File: src/rtl/swctl_target.sv
module swctl_target #(
  parameter int          NUM_CH      = 4,
  parameter logic [3:0]  ADDR_FIXED  = 4'b1110,
  parameter int          SYNC_STAGES = 2
) (
  input  logic              clk,
  input  logic              rst_n,
  input  logic [2:0]        addr_strap,
  input  logic              scl_in,
  input  logic              sda_in,
  output logic              sda_pull,
  output logic [NUM_CH-1:0] chan_en,
  output logic              dir_rev
);

  localparam int          REG_W   = 8;
  localparam int          DIR_BIT = REG_W - 1;
  localparam logic [REG_W-1:0] KEEP_MASK = (8'h1 << DIR_BIT) | ((8'h1 << NUM_CH) - 8'h1);
  localparam logic [3:0]  BITS    = 4'(REG_W);

  typedef enum logic [2:0] {S_IDLE, S_ADDR, S_AACK, S_WR, S_WACK, S_RD, S_HOLD} st_t;

  logic [SYNC_STAGES-1:0] scl_sync, sda_sync;
  logic scl_s, sda_s, scl_q, sda_q;
  logic start_det, stop_det, scl_rise, scl_fall;
  st_t  st_q;
  logic [REG_W-1:0] live_q, stage_q, sh_q;
  logic stage_v, rw_q, pull_q;
  logic [3:0] cnt_q;
  logic [6:0] my_addr;

  assign scl_s     = scl_sync[SYNC_STAGES-1];
  assign sda_s     = sda_sync[SYNC_STAGES-1];
  assign start_det = scl_s & scl_q & sda_q & ~sda_s;
  assign stop_det  = scl_s & scl_q & ~sda_q & sda_s;
  assign scl_rise  = scl_s & ~scl_q;
  assign scl_fall  = ~scl_s & scl_q;
  assign my_addr   = {ADDR_FIXED, addr_strap};

  always_ff @(posedge clk or negedge rst_n) begin
    if (!rst_n) begin
      scl_sync <= '1;
      sda_sync <= '1;
      scl_q    <= 1'b1;
      sda_q    <= 1'b1;
    end else begin
      scl_sync <= {scl_sync[SYNC_STAGES-2:0], scl_in};
      sda_sync <= {sda_sync[SYNC_STAGES-2:0], sda_in};
      scl_q    <= scl_s;
      sda_q    <= sda_s;
    end
  end

  always_ff @(posedge clk or negedge rst_n) begin
    if (!rst_n) begin
      st_q    <= S_IDLE;
      live_q  <= '0;
      stage_q <= '0;
      sh_q    <= '0;
      stage_v <= 1'b0;
      rw_q    <= 1'b0;
      pull_q  <= 1'b0;
      cnt_q   <= '0;
    end else if (start_det) begin
      st_q    <= S_ADDR;
      cnt_q   <= '0;
      pull_q  <= 1'b0;
      stage_v <= 1'b0;
    end else if (stop_det) begin
      st_q    <= S_IDLE;
      pull_q  <= 1'b0;
      stage_v <= 1'b0;
      if (stage_v) live_q <= stage_q & KEEP_MASK;
    end else begin
      case (st_q)
        S_ADDR: begin
          if (scl_rise) begin
            sh_q  <= {sh_q[REG_W-2:0], sda_s};
            cnt_q <= cnt_q + 4'd1;
          end else if (scl_fall && cnt_q == BITS) begin
            if (sh_q[7:1] == my_addr) begin
              rw_q   <= sh_q[0];
              pull_q <= 1'b1;
              st_q   <= S_AACK;
            end else begin
              st_q   <= S_IDLE;
            end
          end
        end
        S_AACK: begin
          if (scl_fall) begin
            cnt_q <= '0;
            if (rw_q) begin
              sh_q   <= live_q;
              pull_q <= ~live_q[DIR_BIT];
              st_q   <= S_RD;
            end else begin
              pull_q <= 1'b0;
              st_q   <= S_WR;
            end
          end
        end
        S_WR: begin
          if (scl_rise) begin
            sh_q  <= {sh_q[REG_W-2:0], sda_s};
            cnt_q <= cnt_q + 4'd1;
          end else if (scl_fall && cnt_q == BITS) begin
            stage_q <= sh_q;
            stage_v <= 1'b1;
            pull_q  <= 1'b1;
            st_q    <= S_WACK;
          end
        end
        S_WACK: begin
          if (scl_fall) begin
            pull_q <= 1'b0;
            st_q   <= S_HOLD;
          end
        end
        S_RD: begin
          if (scl_rise) begin
            cnt_q <= cnt_q + 4'd1;
          end else if (scl_fall) begin
            if (cnt_q == BITS) begin
              pull_q <= 1'b0;
              st_q   <= S_HOLD;
            end else begin
              sh_q   <= {sh_q[REG_W-2:0], 1'b0};
              pull_q <= ~sh_q[REG_W-2];
            end
          end
        end
        default: ;
      endcase
    end
  end

  assign sda_pull = pull_q;
  assign chan_en  = live_q[NUM_CH-1:0];
  assign dir_rev  = live_q[DIR_BIT];

endmodule

File: config.mk
export PLATFORM = sky130hd
export DESIGN_NAME = swctl_target
export DESIGN_NICKNAME = d
export VERILOG_FILES = /design/src/rtl/swctl_target.sv
export SDC_FILE = /design/constraint.sdc
export NUM_CORES = 1
export LEC_CHECK = 0
export BUFFER_PORTS_ARGS = -buffer_cell sky130_fd_sc_hd__buf_2
export CAP_MARGIN = 20
export CORE_MARGIN = 5
export CORE_UTILIZATION = 30
export CTS_CLUSTER_DIAMETER = 60
export DETAILED_ROUTE_END_ITERATION = 10
export SYNTH_ARGS = -nofsm -noshare
export SYNTH_HDL_FRONTEND = slang
export SYNTH_SLANG_ARGS = --single-unit
File: constraint.sdc
create_clock -name clk -period 2.5 [get_ports clk]
set_input_delay 0.5 -clock clk [delete_from_list [all_inputs] [get_ports clk]]
set_output_delay 0.5 -clock clk [all_outputs]
set_load 0.01 [all_outputs]
After elaboration in Yosys (flattened, before gate mapping)

Index checks and enable logic that the tools add are counted.

$add $sub $neg: 1
Equality and inequality tests: 27
Muxes and demuxes: 43
Bitwise operators: 16
Reduce and logical (&&, ||, !) cells: 16

Operator list:

| cell                  | count |
|---|---|
| $mux W8               | 6 |
| $ne A4 B4 Y1 const B  | 10 |
| $mux W3               | 12 |
| $pmux W8 S3           | 1 |
| $reduce_and A10 Y1    | 2 |
| $mux W1               | 16 |
| $mux W4               | 4 |
| $pmux W3 S5           | 1 |
| $ne A2 B2 Y1 const B  | 6 |
| $reduce_bool A3 Y1    | 4 |
| $not A1 Y1            | 9 |
| $reduce_and A9 Y1     | 1 |
| $pmux W4 S2           | 1 |
| $and A1 B1 Y1         | 7 |
| $eq A7 B7 Y1          | 1 |
| $reduce_bool A7 Y1    | 1 |
| $eq A3 B2 Y1 const B  | 2 |
| $eq A3 B3 Y1 const B  | 2 |
| $ne A3 B3 Y1 const B  | 2 |
| $reduce_and A3 Y1     | 2 |
| $reduce_and A6 Y1     | 1 |
| $pmux W1 S5           | 1 |
| $reduce_and A5 Y1     | 1 |
| $add A4 B1 Y4 const B | 1 |
| 9 further kinds       | 9 |

Flip-flop bits (word level): 37
Output and inout bits: 6
Word-level logic and storage cells: 115

Depth between registers and ports, before layout

Depth in word-level cells: 8
Depth in mapped cells: 6

Least setup slack after synthesis

Ideal clock, no wire load.

Kind: input -> register
From: input addr_strap[1]
To: register rw_q
Setup time: 128 ps
Data arrival time: 1,630 ps
Slack: 742 ps
Stages: 4
Path through: xor2_1 -> or4_4 -> nor4_2 -> mux2_1

Cells in the longest elaborated chain, start to end: 2

RTL lines:

| what                               | RTL line | text |
|---|---|---|
| start: declaration                 | 8        | `input logic [2:0] addr_strap,` |
| $eq A7 B7 Y1                       | 81       | `if (sh_q[7:1] == my_addr) begin` |
| $reduce_and A6 Y1 (no source line) | --       |  |
| end signal: assignment             | 82       | `rw_q <= sh_q[0];` |
| end: declaration                   | 28       | `logic stage_v, rw_q, pull_q;` |

Every way passes these cells.
A chain may end at the register's enable or synchronous reset.

Final worst setup path

From: register cnt_q[0]
To: register sh_q[2]

Cells in the longest elaborated chain, start to end: 3

RTL lines:

| what                               | RTL line | text |
|---|---|---|
| start: declaration                 | 29       | `logic [3:0] cnt_q;` |
| start signal: assignment           | 79       | `cnt_q <= cnt_q + 4'd1;` |
| start signal: assignment           | 106      | `cnt_q <= cnt_q + 4'd1;` |
| start signal: assignment           | 122      | `cnt_q <= cnt_q + 4'd1;` |
| $eq A4 B4 Y1                       | 124      | `if (cnt_q == BITS) begin` |
| $ne A2 B2 Y1 (no source line)      | --       |  |
| $reduce_and A9 Y1 (no source line) | --       |  |
| end signal: assignment             | 94       | `sh_q <= live_q;` |
| end signal: assignment             | 105      | `sh_q <= {sh_q[REG_W-2:0], sda_s};` |
| end signal: assignment             | 128      | `sh_q <= {sh_q[REG_W-2:0], 1'b0};` |
| end: declaration                   | 27       | `logic [REG_W-1:0] live_q, stage_q, sh_q;` |

Every way passes these cells.

==> run summary <==
The flow ran to the end, and the final reports show no timing, DRC or antenna violations. Setup repair after global routing left no endpoint under its margin. The count of buffers added by post-CTS timing repair for setup is 0. The number of global-route vias before repair came to 1223. In the detailed route, the total length drawn on met3 is 101 µm. Synthesis inferred 34 register bits. The largest delay contributor family on the critical path is flip-flops.

The total buffers and inverters traversed by the critical path is 2. The post-synthesis sequential area ratio came out at 0.479. Setup violations remaining at the end of the flow were counted as 0.

Of all flip-flops after synthesis, the portion carrying an async set or reset was 1.00. The area growth from synthesis to layout is 12.0%. The cell area after layout is 2010 µm².

The number of enable-type register cells in the synthesized netlist came out at 0. The number of input and output port buffers inserted came out at 12. Summing all flip-flop and latch instances after layout gives 858 µm².

Ranked by instance count, the synthesized netlist is headed by sky130_fd_sc_hd__dfrtp_1, sky130_fd_sc_hd__mux2_2, sky130_fd_sc_hd__nand2_1, sky130_fd_sc_hd__inv_1. The tree is rooted in a sky130_fd_sc_hd__clkbuf_8. In this run the remaining antenna-violating nets after routing total 0. TritonCTS built the clock tree. The worst-path maximum fanout came out at 6.

The number of instances in the synthesized netlist is 152. The average cell area after synthesis is 11.8 µm². The cell count after placement came out at 235. The maximum root-to-sink buffer count is 2. The total power divided by cell area came out at 862 nW/µm².

The fraction of layout instances using a drive strength above 1 came out at 0.315. The tightest min-delay check is of the input pin to asynchronous set/reset pin type. The first global-routing pass estimated 6.25 mm of wire. The final hold violation count came out at 0.

The number of buffers inserted during clock tree synthesis is 5. After legalization and detailed placement, the total HPWL measured 2.55 mm. The total count of max-transition violations in the final report is 0. The static leakage came out at 0.920 nW. The detailed-route vias per instance is 4.95. The final worst clock skew is 0.00589 ns. The first-pass detailed-route iteration total is 4.

The worst setup path is captured at a register. The worst pin sits at a relative slew slack of 0.491. The height of the die is 87.3 µm. Summed over all nets, wire length on met2 after detailed routing comes to 1.74 mm. The antenna diode count is 0. The signal on the critical path passes through inv_1, ha_1, nand3b_1, nand2_1, o32ai_4, buf_4, mux2_4. For the worst setup path, the data required time is 2.68 ns. The initial utilization of the core area, before any placement, comes to 0.306. Summed over all layers, the global routing overflow is 0. STA classifies the critical path startpoint as a register. The die boundary width is 87.3 µm. The multi-input combinational cells in the finished layout cover a total of 862 µm². The path type of the worst setup path is register to register. In the final routed layout, each cell accounts on average for 14.9 µm.

The depth of the CTS H-tree is 2. The number of resized instances in the post-cts repair step came out at 0. Of all cell types, the one taking the most synthesized area is sky130_fd_sc_hd__dfrtp_1. For this run, the post-layout net count is 176. Counting I/O delays and the setup requirement, the final critical path takes 1.88 ns. The post-synthesis net count came out at 161.

The final setup TNS came out at 0 ns. The maximum cell stage delay along the critical path is 0.40 ns. The number of antenna violations at the first check in global routing came out at 0. The met1 wire length is 1.73 mm.

The peak ir drop on the vdd network is 0.322 mV. The global-route total usage across every layer is 0.105. For this run, the leading register cell type out of synthesis is sky130_fd_sc_hd__dfrtp_1. The detailed router used layers up to and including met4. Row generation in the floorplan step produced 28 rows.

The floorplan step defined a die boundary enclosing 7620 µm². The DRC violation count after routing came out at 0. The top-area cell type share of the netlist area is 0.391. The maximum number of pins on one net before global-route repair is 35. The post-CTS clock slew at the launch and capture registers of the worst setup and hold paths is 0.07 ns. For this block, the via count after detailed routing is 1202. For the worst setup path, the data arrival time is 2.06 ns. The post-route non-filler standard cell count came out at 243.

The number of synthesis warnings came out at 0. In this run, the number of DRC markers left after iteration 0 of detailed routing was 74. The wire length reported by the detailed router came out at 3.63 mm. The period utilization is 0.753. In this run, post-CTS hold repair placed 0 buffers. The placed instances occupy a cell area of 1920 µm². The unique cell type count in the Yosys netlist is 46.

Yosys attributes the largest share of cell area to sky130_fd_sc_hd__dfrtp_1, sky130_fd_sc_hd__mux2_2, sky130_fd_sc_hd__dfstp_2. The timing-limited maximum frequency came out at 0.531 GHz. The number of maximum-capacitance constraint violations is 0. For this design, the slowest cell found on the critical path is sky130_fd_sc_hd__dfrtp_1.

The post-synthesis instance area came out at 1790 µm². The total core area is 5850 µm². The insertion delay to the later sink of the worst-skew pair is 0.29 ns.

The most used standard cell by instance count after synthesis is sky130_fd_sc_hd__dfrtp_1. The clock sink count came out at 34. The final weighted congestion in routability-driven placement came out at 0.791. The filler cells instantiated in the layout total 594.

During I/O placement, the number of pins put on the boundary was 13. The transition time of the tightest slew-check pin is 0.763 ns.
==> power by group <==
part / switching, W / leakage (nW) / internal (W) / total, W
registers: 0.000133 / 0.439 / 0.000654 / 0.000788
clock network: 0.000204 / 0.0482 / 0.000222 / 0.000426
logic: 0.000254 / 0.433 / 0.000262 / 0.000516
==> registers in the layout, summed over array words and instances (netlist names) <==
name and count:
st_q 3, sda_q 1, sda_pull 1, rw_q 1, cnt_q 4, stage_q 5, scl_sync 2, sh_q 8
stage_v 1, sda_sync 2, live_q 5, scl_q 1
==> path summary, 6_finish.rpt <==
path | depth (start not counted) | from | slack (ns) | endpoint
max | 7 | cnt_q[0] | 0.62 | sh_q[2]
max reg2reg | 7 | cnt_q[0] | 0.62 | sh_q[2]
min in group clk | 1 | sda_in | 0.31 | sda_sync[0]
max in group asynchronous | 1 | rst_n | 1.73 | live_q[0]
min reg2reg | 0 | scl_sync[0] | 0.36 | scl_sync[1]
min | 1 | rst_n | 0.29 | cnt_q[2]
==> final cells by class <==
type / instances / area share
clock buffer: 7 / 0.0430
multi-input combinational: 104 / 0.430
timing repair buffer: 13 / 0.0337
clock inverter: 1 / 0.00249
sequential: 34 / 0.428
inverter: 9 / 0.0168
tap: 75 / 0.0468
==> metal layers <==
layer | up-vias | global-route usage
li1 | 575 | -
met1 | 603 | 0.145
met2 | 18 | 0.163
met3 | 6 | 0.0265
met4 | 0 | 0.0293
met5 | - | 0
==> logic make-up after synthesis <==
logic type	after synthesis	share of synthesized area
AO/OA/AOI/OAI	24	0.104
XOR/XNOR	4	0.0196
adder cells (fa/ha/maj)	2	0.0140
buffers and inverters	14	0.0398
flip-flops	34	0.479
multiplexers	27	0.176
AND/OR/NAND/NOR	47	0.168
==> per-stage QoR <==
step | setup slack, ns | hold WS [ns] | util | total power, W
floorplan | 0.742 | 0.204 | - | 0.00118
global placement | 0.573 | 0.347 | 0.327 | 0.00131
detailed placement | 0.560 | 0.347 | 0.327 | 0.00131
CTS | 0.604 | 0.300 | 0.343 | 0.00175
global route | 0.506 | 0.297 | 0.343 | 0.00185
finish | 0.616 | 0.285 | 0.343 | 0.00173
==> placed cells by master (no fill, tap or decap), types with 2 or more instances in the layout <==
master	count
sky130_fd_sc_hd__o21ai_0	4
sky130_fd_sc_hd__nor2b_1	3
sky130_fd_sc_hd__nor2_1	2
sky130_fd_sc_hd__o211ai_1	2
sky130_fd_sc_hd__nand3_1	4
sky130_fd_sc_hd__nor3b_1	2
sky130_fd_sc_hd__buf_2	12
sky130_fd_sc_hd__xor2_1	4
sky130_fd_sc_hd__and3b_1	3
sky130_fd_sc_hd__a22o_1	3
sky130_fd_sc_hd__clkbuf_8	6
sky130_fd_sc_hd__inv_1	9
sky130_fd_sc_hd__mux2_4	5
sky130_fd_sc_hd__a21oi_1	5
sky130_fd_sc_hd__dfrtp_1	28
sky130_fd_sc_hd__a22oi_1	2
sky130_fd_sc_hd__and2_1	2
sky130_fd_sc_hd__mux2i_1	6
sky130_fd_sc_hd__nand3b_1	2
sky130_fd_sc_hd__mux2_2	15
sky130_fd_sc_hd__nand2_1	15
sky130_fd_sc_hd__ha_1	2
sky130_fd_sc_hd__dfstp_2	6
Note: power is estimated with default switching activity, not from simulation.
